**src/rtl/bts_pkg.sv**
```systemverilog
package bts_pkg;
    localparam int WORD_W   = 32;
    localparam int NUM_SETS = 2;
    localparam int SEL_W    = (NUM_SETS > 1) ? $clog2(NUM_SETS) : 1;
    localparam int MODE_LSB = 28;
    localparam int MODE_W   = 2;
    localparam int TURN_LSB = 16;
    localparam int TURN_W   = 4;
    localparam int GAP_W    = TURN_W + 1;
    localparam int RESV_W   = WORD_W - MODE_LSB - MODE_W;

    localparam logic [WORD_W-1:0] TIM_RESET = 32'h0FFF_FFFF;
    localparam logic [WORD_W-1:0] TIM_WMASK = {{RESV_W{1'b0}}, {(WORD_W-RESV_W){1'b1}}};

    typedef enum logic [MODE_W-1:0] {
        MODE_A = 2'b00,
        MODE_B = 2'b01,
        MODE_C = 2'b10,
        MODE_D = 2'b11
    } acc_mode_e;

    typedef struct packed {
        logic valid;
        logic write;
        logic mux;
    } acc_req_t;

    function automatic logic [TURN_W-1:0] turn_field(input logic [WORD_W-1:0] w);
        return w[TURN_LSB +: TURN_W];
    endfunction

    function automatic acc_mode_e mode_field(input logic [WORD_W-1:0] w);
        return acc_mode_e'(w[MODE_LSB +: MODE_W]);
    endfunction
endpackage

```
**src/rtl/bts_timing_regs.sv**
```systemverilog
module bts_timing_regs
    import bts_pkg::*;
(
    input  logic                             clk,
    input  logic                             rst,
    input  logic                             we,
    input  logic [SEL_W-1:0]                 sel,
    input  logic [WORD_W-1:0]                wdata,
    output logic [NUM_SETS-1:0][WORD_W-1:0]  words
);
    logic [WORD_W-1:0] q [NUM_SETS];

    always_ff @(posedge clk) begin
        for (int s = 0; s < NUM_SETS; s++) begin
            if (rst)
                q[s] <= TIM_RESET;
            else if (we && sel == SEL_W'(s))
                q[s] <= wdata & TIM_WMASK;
        end
    end

    always_comb begin
        for (int s = 0; s < NUM_SETS; s++)
            words[s] = q[s];
    end
endmodule

```
**src/rtl/bts_select.sv**
```systemverilog
module bts_select
    import bts_pkg::*;
(
    input  logic              ext_mode,
    input  logic              req_write,
    input  logic [WORD_W-1:0] prim_word,
    input  logic [WORD_W-1:0] wr_word,
    output logic [WORD_W-1:0] act_word,
    output acc_mode_e         act_mode
);
    always_comb begin
        act_word = (ext_mode && req_write) ? wr_word : prim_word;
        act_mode = ext_mode ? mode_field(act_word) : MODE_A;
    end
endmodule

```
**src/rtl/bts_gap_ctr.sv**
```systemverilog
module bts_gap_ctr
    import bts_pkg::*;
(
    input  logic              clk,
    input  logic              rst,
    input  acc_req_t          req,
    input  logic [TURN_W-1:0] turn,
    output logic              grant
);
    logic [GAP_W-1:0] cnt;
    logic             gap_idle;

    assign gap_idle = (cnt == '0);
    assign grant    = req.valid && gap_idle;

    always_ff @(posedge clk) begin
        if (rst)
            cnt <= '0;
        else if (grant && !req.write && req.mux)
            cnt <= GAP_W'(turn) + GAP_W'(1);
        else if (!gap_idle)
            cnt <= cnt - GAP_W'(1);
    end
endmodule

```
**src/rtl/bank_timing_sel.sv**
```systemverilog
module bank_timing_sel
    import bts_pkg::*;
(
    input  logic        clk,
    input  logic        rst,
    input  logic        cfg_we,
    input  logic        cfg_sel,
    input  logic [31:0] cfg_wdata,
    output logic [31:0] cfg_rdata,
    input  logic        ext_mode,
    input  logic        req_valid,
    input  logic        req_write,
    input  logic        req_mux,
    output logic        grant,
    output logic [31:0] act_word,
    output logic [1:0]  act_mode
);
    logic [NUM_SETS-1:0][WORD_W-1:0] words;
    logic [WORD_W-1:0]               prim_word;
    logic [WORD_W-1:0]               wr_word;
    acc_mode_e                       mode_sel;
    acc_req_t                        req;

    bts_timing_regs u_regs (
        .clk   (clk),
        .rst   (rst),
        .we    (cfg_we),
        .sel   (SEL_W'(cfg_sel)),
        .wdata (cfg_wdata),
        .words (words)
    );

    assign prim_word = words[0];
    assign wr_word   = words[1];
    assign cfg_rdata = words[cfg_sel];

    bts_select u_sel (
        .ext_mode  (ext_mode),
        .req_write (req_write),
        .prim_word (prim_word),
        .wr_word   (wr_word),
        .act_word  (act_word),
        .act_mode  (mode_sel)
    );

    assign act_mode = mode_sel;

    assign req = '{valid: req_valid, write: req_write, mux: req_mux};

    bts_gap_ctr u_gap (
        .clk   (clk),
        .rst   (rst),
        .req   (req),
        .turn  (turn_field(act_word)),
        .grant (grant)
    );
endmodule

```
**config.mk**
```make
export PLATFORM = sky130hd
export DESIGN_NAME = bank_timing_sel
export DESIGN_NICKNAME = d
export VERILOG_FILES = /design/src/rtl/bts_pkg.sv /design/src/rtl/bts_timing_regs.sv /design/src/rtl/bts_select.sv /design/src/rtl/bts_gap_ctr.sv /design/src/rtl/bank_timing_sel.sv
export SDC_FILE = /design/constraint.sdc
export NUM_CORES = 1
export LEC_CHECK = 0
export ABC_CLOCK_PERIOD_IN_PS = 2600
export BUFFER_PORTS_ARGS = -buffer_cell sky130_fd_sc_hd__clkbuf_2
export CORE_UTILIZATION = 51
export DETAILED_ROUTE_END_ITERATION = 16
export MAX_ROUTING_LAYER = met4
export PLACE_DENSITY = 0.8
export REMOVE_ABC_BUFFERS = 1
export SYNTH_ARGS = -nofsm -noshare
export SYNTH_HDL_FRONTEND = slang
export SYNTH_SLANG_ARGS = --single-unit
```
**constraint.sdc**
```tcl
create_clock -name clk -period 2.6 [get_ports clk]
set_input_delay 0.13 -clock clk [delete_from_list [all_inputs] [get_ports clk]]
set_output_delay 0.13 -clock clk [all_outputs]
set_load 0.01 [all_outputs]
```
==> After elaboration in Yosys (flattened, before gate mapping) <==
Memories as Yosys holds them, arrays and structs flattened.
Index checks and enable logic that the tools add are counted.
{ "word_totals": {"latch_bits": 0, "output_inout_bits": 67, "regBits": 5, "n_memories": 1, "rom_bits": 0, "ram_bits": 60} }
{ "mem_list": {"columns": ["memory", "words", "width", "rd", "rd_clocked_by_memory_dff", "wr", "line_no", "rtl"], "rows": [
  ["u_regs.q", 2, 30, 2, 0, 2, "bts_timing_regs.sv:11", "logic [WORD_W-1:0] q [NUM_SETS];"]
]} }
{ "op_classes": {"bitwise_logic": 3, "mux": 16, "div": 0, "n_mul": 0, "n_addsub": 2, "eq_ne": 1, "n_reduce_logical": 8, "magnitude_cmp": 1, "shift": 0} }
{ "op_table": {"columns": ["cell", "n"], "rows": [
  ["2-to-1 mux 32 bit", 3],
  ["2-to-1 mux 30 bit", 2],
  ["2-to-1 mux 5 bit", 2],
  ["2-to-1 mux 1 bit", 8],
  ["logical AND 1 bit", 6],
  ["adder 4 x 1 -> 5 bit (second input constant)", 1],
  ["logical NOT 5 bit", 1],
  ["subtractor 5 x 1 -> 5 bit (second input constant)", 1],
  ["< comparator 1 x 2 -> 1 bit (second input constant)", 1],
  ["2-to-1 mux 2 bit", 1],
  ["!= test 2 bit (second input constant)", 1],
  ["bitwise OR 1 bit", 2],
  ["logical NOT 1 bit", 1],
  ["inverter 1 bit", 1]
]} }

==> Longest topological paths before layout <==
{ "logic_depth": {"depth_word": 6, "mapped_depth": 8, "depth_no_buf": 7} }

==> Hierarchy <==
Synthesis repeated with hierarchy kept, for this count alone.
{ "hier_totals": {"cells_unflattened": 281, "hier_area_um2": 3688.5} }
{ "modules_own_cells": {"columns": ["module", "instances", "cells_each", "area_per_inst_um2", "seq_area_each_um2"], "rows": [
  ["bts_timing_regs", 1, 168, 2278.4, 1801.7],
  ["bts_select", 1, 40, 545.5, 0.0],
  ["bank_timing_sel", 1, 36, 544.3, 0.0],
  ["bts_gap_ctr", 1, 37, 320.3, 100.1]
]} }

==> Least setup slack after synthesis <==
No wires, ideal clock.
{ "synth_timing": {"path_type": "input-to-reg", "start": "input ext_mode", "end": "register u_gap.cnt[2]", "arrival_time_ns": 1.772, "t_required_ns": 2.461, "cell_stages": 8, "slack_ns": 0.688, "path_buffers": 2, "cell_sequence": "nand2_1 -> buf_1 -> buf_2 -> mux2_1 -> ha_1 -> nor3_1 -> nand3b_1 -> a221oi_1"} }
{ "synth_between": {"elab_chain_cells": 4} }
{ "synth_rtl": {"columns": ["element", "line_no", "rtl"], "rows": [
  ["start, declared", "bank_timing_sel.sv:10", "input logic ext_mode,"],
  ["logical AND 1 bit", "bts_select.sv:12", "act_word = (ext_mode && req_write) ? wr_word : prim_word;"],
  ["2-to-1 mux 32 bit", "bts_select.sv:12", null],
  ["via act_word[17]", "bank_timing_sel.sv:15", "output logic [31:0] act_word,"],
  ["adder 4 x 1 -> 5 bit", "bts_gap_ctr.sv:20", "cnt <= GAP_W'(turn) + GAP_W'(1);"],
  ["2-to-1 mux 5 bit", "bts_gap_ctr.sv:19", "else if (grant && !req.write && req.mux)"],
  ["end signal, assigned", "bts_gap_ctr.sv:20", null],
  ["end signal, assigned", "bts_gap_ctr.sv:22", "cnt <= cnt - GAP_W'(1);"],
  ["end, declared", "bts_gap_ctr.sv:10", "logic [GAP_W-1:0] cnt;"]
]} }
The timed path passes the listed nets, and every way through them passes these cells.
A chain may end at the register's enable or synchronous reset.

==> Worst setup path after layout <==
{ "layout_timing": {"start": "register u_gap.cnt[0]", "end": "register u_gap.cnt[3]"} }
{ "layout_between": {"elab_chain_cells": 5} }
{ "layout_rtl": {"columns": ["element"], "rows": [
  ["branches (longest 5 deep; another with subtractor 5 x 1 -> 5 bit)"]
]} }
Parallel ways; which one is timed is not known. The select of a mux whose other input is x is not followed.

==> key figures <==
Finish
  – Most frequent cells in the layout: 100 x clkbuf_2, 60 x edfxtp_1, 55 x mux2_1
  – Commonest non-fill, non-tap cell in the layout: clkbuf_2
  – Layout cells sized above 1: 36.3%
  – Filler Cell Count: 493
  – Nets@finish: 395
  – N_diodes: 0
  – Register area: 1900 um^2
  – Non-filler cells, final: 435
  – Multi-input combinational cell area: 1340 um^2
  – Final Core Density: 65.7%
  – Synthesis-to-finish area growth: 24.9%

Clock network
  – Clock Path Buffers: 2
  – Clock sink count: 65
  – Post-CTS Resized: 0
  – CTS tree: yes
  – Post-CTS Hold Buffers: 0
  – Root Buffer: clkbuf_8
  – H-tree depth: 3
  – Setup bufs post-CTS: 0
  – Worst-path clk slew: 0.08 ns
  – Worst skew pair latency: 0.34 ns
  – TritonCTS Buffers: 9

Status
  – Run status: finished clean

Drt
  – TritonRoute pass-1 iters: 4
  – Vias: 2238
  – Final wirelength: 6650 um
  – ANT nets after route: 0
  – DRT iter0 DRCs: 90
  – Via density per instance: 5.14
  – Wirelength per Cell: 15.3 um
  – Residual DRC: 0

Die
  – Chip width: 83.0 um
  – Core footprint: 6350 um^2
  – Initial Util: 52.7%
  – Rows: 29
  – Die area: 6880 um^2
  – IO Pins: 107
  – Die height: 83.0 um

Place
  – GPL Wtd Cong: 0.732
  – Dpl cells: 419
  – Detailed placement HPWL: 4760 um
  – Buffers on Ports: 100

Critical path
  – Setup CP Type: register to register
  – R2R setup slack: 0.58 ns
  – Critical path endpoint category: register
  – Top fanout value on the critical path: 7
  – Arrival @ worst endpoint: 2.29 ns
  – Crit Reg-Reg Startpoint: u_gap.cnt[0]$_SDFFE_PP0P_
  – Worst Reg-to-Reg Cells: 6
  – Reg-to-reg critical path endpoint: u_gap.cnt[3]$_SDFFE_PP0P_
  – Worst setup SP type: register
  – Worst EP required: 2.87 ns

Logic synthesis
  – Synth warn: 0
  – Synth Area per Inst: 13.4 um^2
  – Number of synthesized flops with an enable pin: 60
  – Syn Std Cell Area: 3340 um^2
  – Flops & latches, synth: 65
  – Netlist cell types: 36
  – Seq/Total Area, Yosys: 56.9%
  – Asr flop ratio synth: 0%
  – Mapped Cells: 249
  – Synth Flop Type: edfxtp_1

Min path
  – Worst Hold Class: input port to register
  – Hold endpoint: u_regs.q[1][2]$_SDFFCE_PN1P_
  – Hold depth: 2
  – Hold Path Origin: cfg_wdata[2]

Global route
  – Gr usage total: 21.5%
  – Initial antenna violation count: 0
  – Global route overflow: 0
  – First-pass GRT wire length: 11000 um
  – Largest net degree at the start of global routing: 31
  – Number of global-route vias before repair: 2276

Power and ir drop
  – Logic gate share of total power: 19.9%
  – Leakage: 1.62 nW
  – Power per cell area: 701 nW/um^2
  – Pint: 2.17 mW
  – Switch share: 26.0%
  – Clock power share: 35.3%
  – Psw: 0.760 mW
  – Seq pwr share: 44.9%
  – Final Power: 2.93 mW
  – Max IR drop VDD: 455 uV

Timing
  – Achievable frequency: 496 MHz
  – Worst Tran Pin Value: 0.576 ns
  – Fin Clk Skew: 0.00508 ns
  – Hold WS: 0.0544 ns
  – Count of final setup violators: 0
  – RSZ-0062 raised after global routing: false
  – Final Cycle Share: 77.5%
  – Max-slew violations: 0
  – Fin Setup TNS: 0 ns
  – Worst slew margin: 61.6%
  – Tmin final: 2.02 ns
  – Final count of hold timing violations: 0

Flow run
  – MaxCap Viol Count: 0
-- cells by family after synthesis --
family,Yosys count,share of synthesized area [%]
AOI/OAI and AO/OA,12,2.28
muxes,60,20.1
DFF,65,56.9
buffers and inverters,25,3.44
other,1,0.112
and+or+nand+nor,82,15.9
adders and majority gates,2,0.748
xor gates and xnor gates,2,0.524
-- power groups by stage --
stage          logic (mW)  clock network [mW]  registers [mW]
4_1_cts             0.588                1.05            1.31
2_1_floorplan       0.371                   0            1.32
6_report            0.582                1.03            1.31
3_5_place_dp        0.582                   0            1.34
3_3_place_gp        0.573                   0            1.32
5_1_grt             0.652                1.10            1.33
-- synth_stat cells, types with 2 or more instances --
cell type / number / area share, %
inv_1: 5 / 0.56
o21ai_0: 2 / 0.30
buf_4: 5 / 1.1
and2_1: 5 / 0.94
buf_2: 2 / 0.30
mux2i_1: 2 / 0.60
mux2_2: 3 / 1.0
mux2_1: 55 / 19
edfxtp_1: 60 / 54
nor3_1: 2 / 0.30
a21o_1: 2 / 0.45
or2_1: 29 / 5.4
a31oi_1: 2 / 0.37
a21oi_1: 3 / 0.45
nand3b_1: 3 / 0.67
ha_1: 2 / 0.75
nor2_1: 4 / 0.45
dfxtp_1: 5 / 3.0
clkbuf_1: 11 / 1.2
nand2b_1: 31 / 5.8
-- layer usage --
layer  GRT usage [%]  share of wire [%]  vias to the layer above  wire, um
li1                -                  -                     1096         -
met5               -                  0                        -         0
met2            37.6                 53                       62      3530
met4            9.40                2.0                        0       135
met3            4.37                4.0                       11       264
met1            23.7                 41                     1069      2720
-- cell type report --
type | count | area share (%)
Sequential cell | 65 | 45.6
Multi-Input combinational cell | 162 | 32.2
Clock buffer | 9 | 2.97
Inverter | 6 | 0.540
Clock inverter | 7 | 2.85
Tap cell | 77 | 2.31
Timing Repair Buffer | 109 | 13.6
-- critical path: stages, from the launching register on --
cell     delay (ns)
dfxtp_1        0.34
inv_1          0.06
ha_1           0.17
nor4b_4        0.35
and4b_1        0.40
or4b_1         0.46
a31oi_1        0.16
-- sequential cells by signal, summed over array words and instances (netlist names) --
signal     flops
u_regs.q      60
u_gap.cnt      5
-- per-stage QoR --
stage | setup WS (ns) | area, um^2
2_1_floorplan | 0.412 | 3260
3_3_place_gp | 0.638 | 3930
3_5_place_dp | 0.591 | 3930
4_1_cts | 0.569 | 4170
5_1_grt | 0.414 | 4170
6_report | 0.584 | 4170
-- worst max-delay path by stage --
stage / startpoint / end / slack (ns)
after floorplan: cfg_sel / u_regs.q[0][28]$_SDFFCE_PN0P_ / 0.41
after global placement: u_gap.cnt[0]$_SDFFE_PP0P_ / u_gap.cnt[3]$_SDFFE_PP0P_ / 0.64
after detailed placement: u_gap.cnt[0]$_SDFFE_PP0P_ / u_gap.cnt[3]$_SDFFE_PP0P_ / 0.59
after CTS: u_gap.cnt[0]$_SDFFE_PP0P_ / u_gap.cnt[3]$_SDFFE_PP0P_ / 0.57
after global routing: u_gap.cnt[0]$_SDFFE_PP0P_ / u_gap.cnt[3]$_SDFFE_PP0P_ / 0.41
final: u_gap.cnt[0]$_SDFFE_PP0P_ / u_gap.cnt[3]$_SDFFE_PP0P_ / 0.58
Power figures use the tool's default switching activity.
